<file path="src/rtl/scan_port_pkg.sv">
`timescale 1ns/1ps
package scan_port_pkg;

    localparam int OP_W = 3;
    localparam int ID_W = 32;

    typedef logic [OP_W-1:0] opcode_t;

    localparam opcode_t OP_EXTEST = 3'b000;
    localparam opcode_t OP_IDCODE = 3'b001;
    localparam opcode_t OP_SAMPZ  = 3'b010;
    localparam opcode_t OP_SAMPLE = 3'b100;
    localparam opcode_t OP_BYPASS = 3'b111;
    localparam opcode_t CAPIR_PAT = 3'b001;

    typedef enum logic [3:0] {
        TS_RESET, TS_IDLE,
        TS_SEL_DR, TS_CAP_DR, TS_SH_DR, TS_EX1_DR, TS_PAUSE_DR, TS_EX2_DR, TS_UPD_DR,
        TS_SEL_IR, TS_CAP_IR, TS_SH_IR, TS_EX1_IR, TS_PAUSE_IR, TS_EX2_IR, TS_UPD_IR
    } tap_state_e;

    typedef enum logic [1:0] {SEL_BYP, SEL_ID, SEL_BSR} dr_sel_e;

    typedef struct packed {
        logic [8:0] spare;
        logic [2:0] density;
        logic [1:0] org;
        logic       quad_rate;
        logic       four_beat;
        logic       sep_io;
    } type_field_t;

    typedef struct packed {
        logic [2:0]  rev;
        type_field_t kind;
        logic [10:0] vendor;
        logic        one;
    } id_word_t;

    function automatic tap_state_e tap_next(input tap_state_e s, input logic tms);
        case (s)
            TS_RESET:    return tms ? TS_RESET  : TS_IDLE;
            TS_IDLE:     return tms ? TS_SEL_DR : TS_IDLE;
            TS_SEL_DR:   return tms ? TS_SEL_IR : TS_CAP_DR;
            TS_CAP_DR:   return tms ? TS_EX1_DR : TS_SH_DR;
            TS_SH_DR:    return tms ? TS_EX1_DR : TS_SH_DR;
            TS_EX1_DR:   return tms ? TS_UPD_DR : TS_PAUSE_DR;
            TS_PAUSE_DR: return tms ? TS_EX2_DR : TS_PAUSE_DR;
            TS_EX2_DR:   return tms ? TS_UPD_DR : TS_SH_DR;
            TS_UPD_DR:   return tms ? TS_SEL_DR : TS_IDLE;
            TS_SEL_IR:   return tms ? TS_RESET  : TS_CAP_IR;
            TS_CAP_IR:   return tms ? TS_EX1_IR : TS_SH_IR;
            TS_SH_IR:    return tms ? TS_EX1_IR : TS_SH_IR;
            TS_EX1_IR:   return tms ? TS_UPD_IR : TS_PAUSE_IR;
            TS_PAUSE_IR: return tms ? TS_EX2_IR : TS_PAUSE_IR;
            TS_EX2_IR:   return tms ? TS_UPD_IR : TS_SH_IR;
            default:     return tms ? TS_SEL_DR : TS_IDLE;
        endcase
    endfunction

    function automatic dr_sel_e decode_op(input opcode_t op);
        case (op)
            OP_EXTEST, OP_SAMPZ, OP_SAMPLE: return SEL_BSR;
            OP_IDCODE:                      return SEL_ID;
            default:                        return SEL_BYP;
        endcase
    endfunction

    function automatic logic [ID_W-1:0] make_id(
        input logic [2:0]  rev,
        input logic [2:0]  density,
        input logic [1:0]  org,
        input logic        quad_rate,
        input logic        four_beat,
        input logic        sep_io,
        input logic [10:0] vendor
    );
        id_word_t w;
        w.rev             = rev;
        w.kind.spare      = '0;
        w.kind.density    = density;
        w.kind.org        = org;
        w.kind.quad_rate  = quad_rate;
        w.kind.four_beat  = four_beat;
        w.kind.sep_io     = sep_io;
        w.vendor          = vendor;
        w.one             = 1'b1;
        return w;
    endfunction

endpackage

</file>
<file path="src/rtl/scan_port_fsm.sv">
`timescale 1ns/1ps
module scan_port_fsm
    import scan_port_pkg::*;
(
    input  logic       tck,
    input  logic       por,
    input  logic       tms,
    output tap_state_e state
);

    always_ff @(posedge tck) begin
        if (por) state <= TS_RESET;
        else     state <= tap_next(state, tms);
    end

    // run length of consecutive high mode-select samples, saturating
    logic [2:0] ones_run;
    always_ff @(posedge tck) begin
        if (por)                  ones_run <= '0;
        else if (!tms)            ones_run <= '0;
        else if (ones_run != 3'd5) ones_run <= ones_run + 3'd1;
    end

    assert_five_ones_reset_R2: assert property (@(posedge tck) disable iff (por)
        (ones_run == 3'd5) |-> (state == TS_RESET))
        else $error("five high tms samples did not reach reset state");

endmodule

</file>
<file path="src/rtl/scan_port_ir.sv">
`timescale 1ns/1ps
module scan_port_ir
    import scan_port_pkg::*;
(
    input  logic       tck,
    input  logic       por,
    input  logic       tdi,
    input  tap_state_e state,
    output opcode_t    ir,
    output logic       ir_lsb
);

    opcode_t ir_sh;

    always_ff @(posedge tck) begin
        if (por) begin
            ir_sh <= '0;
        end else if (state == TS_CAP_IR) begin
            ir_sh <= CAPIR_PAT;
        end else if (state == TS_SH_IR) begin
            ir_sh <= {tdi, ir_sh[OP_W-1:1]};
        end
    end

    always_ff @(posedge tck) begin
        if (por || state == TS_RESET) ir <= OP_IDCODE;
        else if (state == TS_UPD_IR)  ir <= ir_sh;
    end

    assign ir_lsb = ir_sh[0];

    assert_reset_loads_id_R3: assert property (@(posedge tck) disable iff (por)
        (state == TS_RESET) |=> (ir == OP_IDCODE))
        else $error("reset state did not restore identification instruction");

    assert_capture_pattern_R5: assert property (@(posedge tck) disable iff (por)
        (state == TS_CAP_IR) |=> (ir_sh == CAPIR_PAT))
        else $error("instruction capture pattern wrong");

    assert_ir_change_point_R5: assert property (@(posedge tck) disable iff (por)
        !$stable(ir) |-> ($past(state) == TS_UPD_IR || $past(state) == TS_RESET))
        else $error("instruction changed outside update or reset");

endmodule

</file>
<file path="src/rtl/scan_port_dr.sv">
`timescale 1ns/1ps
module scan_port_dr
    import scan_port_pkg::*;
#(
    parameter int              BSR_LEN  = 109,
    parameter logic [ID_W-1:0] ID_VALUE = 32'h0000_0001
) (
    input  logic               tck,
    input  logic               por,
    input  logic               tdi,
    input  tap_state_e         state,
    input  dr_sel_e            sel,
    input  logic [BSR_LEN-1:0] pin_capture,
    output logic [BSR_LEN-1:0] bsr_update,
    output logic               dr_lsb
);

    logic [BSR_LEN-1:0] bsr_sh;
    logic [ID_W-1:0]    id_sh;
    logic               byp_sh;

    always_ff @(posedge tck) begin
        if (por) begin
            bsr_sh     <= '0;
            id_sh      <= '0;
            byp_sh     <= 1'b0;
            bsr_update <= '0;
        end else begin
            case (state)
                TS_CAP_DR: begin
                    case (sel)
                        SEL_BSR: bsr_sh <= pin_capture;
                        SEL_ID:  id_sh  <= ID_VALUE;
                        default: byp_sh <= 1'b0;
                    endcase
                end
                TS_SH_DR: begin
                    case (sel)
                        SEL_BSR: bsr_sh <= {tdi, bsr_sh[BSR_LEN-1:1]};
                        SEL_ID:  id_sh  <= {tdi, id_sh[ID_W-1:1]};
                        default: byp_sh <= tdi;
                    endcase
                end
                TS_UPD_DR: begin
                    if (sel == SEL_BSR) bsr_update <= bsr_sh;
                end
                default: ;
            endcase
        end
    end

    always_comb begin
        case (sel)
            SEL_BSR: dr_lsb = bsr_sh[0];
            SEL_ID:  dr_lsb = id_sh[0];
            default: dr_lsb = byp_sh;
        endcase
    end

    assert_update_point_R8: assert property (@(posedge tck) disable iff (por)
        !$stable(bsr_update) |-> ($past(state) == TS_UPD_DR))
        else $error("boundary update values changed outside Update-DR");

endmodule

</file>
<file path="src/rtl/scan_port.sv">
`timescale 1ns/1ps
module scan_port
    import scan_port_pkg::*;
#(
    parameter int          BSR_LEN    = 109,
    parameter logic [2:0]  ID_REV     = 3'd1,
    parameter logic [2:0]  ID_DENSITY = 3'd2,
    parameter logic [1:0]  ID_ORG     = 2'd3,
    parameter logic        ID_QUAD    = 1'b1,
    parameter logic        ID_FOUR    = 1'b1,
    parameter logic        ID_SEPIO   = 1'b1,
    parameter logic [10:0] ID_VENDOR  = 11'h0A3
) (
    input  logic               tck,
    input  logic               por,
    input  logic               tms,
    input  logic               tdi,
    input  logic [BSR_LEN-1:0] pin_capture,
    output logic               tdo,
    output logic               tdo_oe,
    output logic               pads_hiz,
    output logic               bsr_drive,
    output logic [BSR_LEN-1:0] bsr_update
);

    localparam logic [ID_W-1:0] ID_WORD =
        make_id(ID_REV, ID_DENSITY, ID_ORG, ID_QUAD, ID_FOUR, ID_SEPIO, ID_VENDOR);

    tap_state_e state;
    opcode_t    ir;
    logic       ir_lsb;
    logic       dr_lsb;
    dr_sel_e    sel;

    scan_port_fsm u_fsm (
        .tck   (tck),
        .por   (por),
        .tms   (tms),
        .state (state)
    );

    scan_port_ir u_ir (
        .tck    (tck),
        .por    (por),
        .tdi    (tdi),
        .state  (state),
        .ir     (ir),
        .ir_lsb (ir_lsb)
    );

    assign sel = decode_op(ir);

    scan_port_dr #(
        .BSR_LEN  (BSR_LEN),
        .ID_VALUE (ID_WORD)
    ) u_dr (
        .tck         (tck),
        .por         (por),
        .tdi         (tdi),
        .state       (state),
        .sel         (sel),
        .pin_capture (pin_capture),
        .bsr_update  (bsr_update),
        .dr_lsb      (dr_lsb)
    );

    logic in_shift_ir;
    logic in_shift_dr;
    assign in_shift_ir = (state == TS_SH_IR);
    assign in_shift_dr = (state == TS_SH_DR);

    // serial output launched on the falling edge
    always_ff @(negedge tck) begin
        if (por) begin
            tdo    <= 1'b0;
            tdo_oe <= 1'b0;
        end else begin
            tdo_oe <= in_shift_ir | in_shift_dr;
            tdo    <= in_shift_ir ? ir_lsb : (in_shift_dr ? dr_lsb : 1'b0);
        end
    end

    assign pads_hiz  = (ir == OP_SAMPZ);
    assign bsr_drive = (ir == OP_EXTEST);

    assert_oe_only_shift_R11: assert property (@(posedge tck) disable iff (por)
        tdo_oe |-> (state == TS_SH_IR || state == TS_SH_DR))
        else $error("serial output enabled outside a shift state");

    assert_tdo_low_idle_R11: assert property (@(posedge tck) disable iff (por)
        !tdo_oe |-> !tdo)
        else $error("serial output not low while disabled");

    assert_hiz_on_update_R9: assert property (@(posedge tck) disable iff (por)
        $rose(pads_hiz) |-> ($past(state) == TS_UPD_IR))
        else $error("float mode entered outside Update-IR");

    assert_drive_on_update_R10: assert property (@(posedge tck) disable iff (por)
        $rose(bsr_drive) |-> ($past(state) == TS_UPD_IR))
        else $error("drive mode entered outside Update-IR");

endmodule

</file>
<file path="config.mk">
export PLATFORM = sky130hd
export DESIGN_NAME = scan_port
export DESIGN_NICKNAME = d
export VERILOG_FILES = /design/src/rtl/scan_port_pkg.sv /design/src/rtl/scan_port_fsm.sv /design/src/rtl/scan_port_ir.sv /design/src/rtl/scan_port_dr.sv /design/src/rtl/scan_port.sv
export SDC_FILE = /design/constraint.sdc
export NUM_CORES = 1
export LEC_CHECK = 0
export CAP_MARGIN = 20
export CELL_PAD_IN_SITES_DETAIL_PLACEMENT = 1
export CELL_PAD_IN_SITES_GLOBAL_PLACEMENT = 1
export CORE_ASPECT_RATIO = 1.5
export CORE_MARGIN = 2
export CORE_UTILIZATION = 38
export DETAILED_ROUTE_END_ITERATION = 12
export PLACE_DENSITY = 0.9
export SLEW_MARGIN = 20
export SYNTH_ARGS = -nofsm -noshare
export SYNTH_HDL_FRONTEND = slang
export SYNTH_SLANG_ARGS = --single-unit
</file>
<file path="constraint.sdc">
create_clock -name tck -period 2.69 [get_ports tck]
set_input_delay 0.538 -clock tck [delete_from_list [all_inputs] [get_ports tck]]
set_output_delay 0.538 -clock tck [all_outputs]
set_load 0.005 [all_outputs]
</file>
==> impl_results.md <==
- FFs w/ async S/R, synth: 0%
- Cell area after synthesis: 10900 um2
- #FFs+latches synth: 263
- Number of global-route vias before repair: 10.7k
- DR vias: 10.2k
- CORE AREA: 28100 um2
- Setup WS post-layout: -0.190 ns
- H-Tree Depth: 1
- Initial DRT Pass Iterations: 4
- Worst Path Required: 2.15 ns
- Mean post-synth cell area: 9.01 um2
- Slowest cell on crit path: dfxtp_2
- CP Class: register to primary output
- Crit-path max cell delay: 0.31 ns
- Most common cell in the netlist: dfxtp_1
- Fin nets: 1474
- Max_cap viols: 0
- Setup bufs post-CTS: 0
- DP Wirelength: 22800 um
- Worst-case vdd ir drop: 0.378 mV
- CTS Root Buffer Type: clkbuf_16
- Initial antenna violation count: 2
- Post-synth EDFFs: 0
- Num rows: 75
- Post-Syn Instances: 1207
- Clock skew: 0.0601 ns
- Ranking of synthesized cells by area: dfxtp_1 48%, mux2i_1 10%, nand3_1 6.0%
- All-layer global routing usage: 23.3%
- CTS tree: done
- Share of layout cells above drive strength 1: 8.85%
- Fill cell count: 3181
- Die area: 30000 um2
- Largest net degree at the start of global routing: 110
- Cell accounting for the most synthesized area: dfxtp_1
- Global-route wire length before repair: 56800 um
- Max FO, Critical Path: 1
- Initial core utilization: 38.8%
- Routability cong.: 0.801
- Worst-path clk slew: 0.06 ns
- Clk_lat worst skew: 0.57 ns
- Drt via density: 5.90
- Worst setup EP type: primary output
- Worst-case clock buffer depth: 3
- Critical path's top delay family: flip-flops
- Slew headroom: 36.2%
- Pwr/cell area: 580 nW/um2
- Final core occ: 50.8%
- Sequential area share after synthesis: 48.4%
- WL per Instance: 21.3 um
- Area occupied by multi-input gates: 5000 um2
- DRT Wirelength: 36700 um
- Reg area: 5270 um2
- Hold buffers post-CTS: 0
- Status: finished with violations
- Grt ovf: 0
- Clock sinks: 263
- Most frequent cells after synthesis: 263 x dfxtp_1, 130 x nand3_1, 116 x a21oi_1
- Max Transition Viols Final: 0
- Io pins: 226
- Cell Chain, Critical Path: buf_2
- Cts bufs inserted: 27
- Failing checks: setup timing
- Die Height: 211 um
- DP Worst Slack: -0.232 ns
- Synth Net Count: 1322
- Pleak: 5.41 nW
- CP bufs+invs: 1
- Number of DRC markers in iteration 0: 555
- # DRC: 0
- Synth cell types: 49
- Synth warn: 0
- Element type at the critical path start: register
- RSZ-0062 raised after global routing: yes
- Synth Flop Type: dfxtp_1
- Critical Path AT: 2.34 ns
- Area grow syn2layout: 31.1%
- Measured slew at the worst slew-check pin: 0.958 ns
- Setup violators final: 3
- Die Wd: 142 um
- Count of final hold-check violations: 0
- Routed Antenna Nets: 0
- Hold WC Path Type: register to register
- Post-synth top area share: 48.4%
- Port Buffers: 225
## logic make-up after synthesis
logic type	count (synthesis)	synth area share (%)
adder cells (fa/ha/maj)	2	0.230
AO/OA/AOI/OAI	410	22.9
buffers and inverters	146	6.28
AND/OR/NAND/NOR	273	11.7
multiplexers	113	10.4
flip-flops	263	48.4
## worst min-delay path, cell delays in order, from the launching register on
cell,delay [ns]
dfxtp_1,0.31
o21ai_0,0.06
a21oi_1,0.06
## path summary, 6_finish.rpt
kind | start | to | slack [ns] | depth (start not counted)
setup / recovery | tdo | tdo | -0.19 | 1
hold / removal | u_dr.bsr_update[65] | u_dr.bsr_update[65] | 0.48 | 2
setup reg to reg | u_ir.ir[2] | tdo | -0.17 | 5
hold reg to reg | u_dr.bsr_update[65] | u_dr.bsr_update[65] | 0.48 | 2
## per-stage QoR
step | instances | setup TNS, ns | hold WS (ns) | instance area, um2 | total power, mW
3_5_place_dp | 1674 | -0.256 | 0.468 | 13300 | 4.55
5_1_grt | 1727 | -0.646 | 0.492 | 14300 | 8.53
2_1_floorplan | 1207 | -0.413 | 0.456 | 10900 | 4.29
4_1_cts | 1724 | -0.603 | 0.476 | 14200 | 8.32
6_report | 1727 | -0.552 | 0.476 | 14300 | 8.26
3_3_place_gp | 1674 | -0.164 | 0.462 | 13300 | 4.54
## power breakdown
part | total, mW | switching, mW | leakage [nW] | internal [mW]
Combinational | 0.544 | 0.278 | 2.83 | 0.266
Sequential | 3.93 | 0.0132 | 2.12 | 3.91
Clock | 3.79 | 1.58 | 0.454 | 2.21
Total | 8.26 | 1.88 | 5.41 | 6.39
## metal layers
metal,share of wire (%),track usage (%)
met2,52,42.5
met3,4.5,2.83
met4,6.2,13.6
met5,0,0
met1,37,25.8
## final cells by class
type / count / share of cell area [%]
clock inverters: 13 / 0.851
flip-flops and latches: 263 / 37.0
repair buffers: 259 / 18.4
diodes: 2 / 0.0351
clock buffers: 38 / 5.45
multi-input cells: 798 / 35.0
well taps: 346 / 3.04
inverters: 8 / 0.228
## layout by cell type, fill, tap and decap left out, types with 3 or more instances in the layout
master	instances
clkbuf_1	5
inv_1	8
nand2_1	112
a311oi_1	23
buf_4	24
mux2i_1	113
dfxtp_1	259
nor2_1	7
clkbuf_8	6
o221a_2	12
o22ai_1	100
a31oi_1	22
nand3_1	130
o21ai_0	112
dfxtp_2	4
o22ai_2	10
buf_12	8
a21oi_1	116
clkinv_2	7
clkbuf_16	27
clkdlybuf4s50_1	222
nor2b_1	3
## state kept, by name, summed over array words and instances (netlist names)
signal and flops:
u_ir.ir_sh 3, u_dr.bsr_update 109, tdo 1, u_dr.byp_sh 1
u_dr.id_sh 32, tdo_oe 1, u_ir.ir 3, u_fsm.state 4
u_dr.bsr_sh 109
## what timing repair did
| action | 4_1_cts | 5_1_grt |
|---|---|---|
| setup endpoints to repair | 3 | 4 |
| resized for setup | 11 | 4 |
| endpoints found under the hold margin | 0 | 0 |
| gates cloned | 0 | 0 |
No activity file was read; power rests on OpenSTA's default activity.
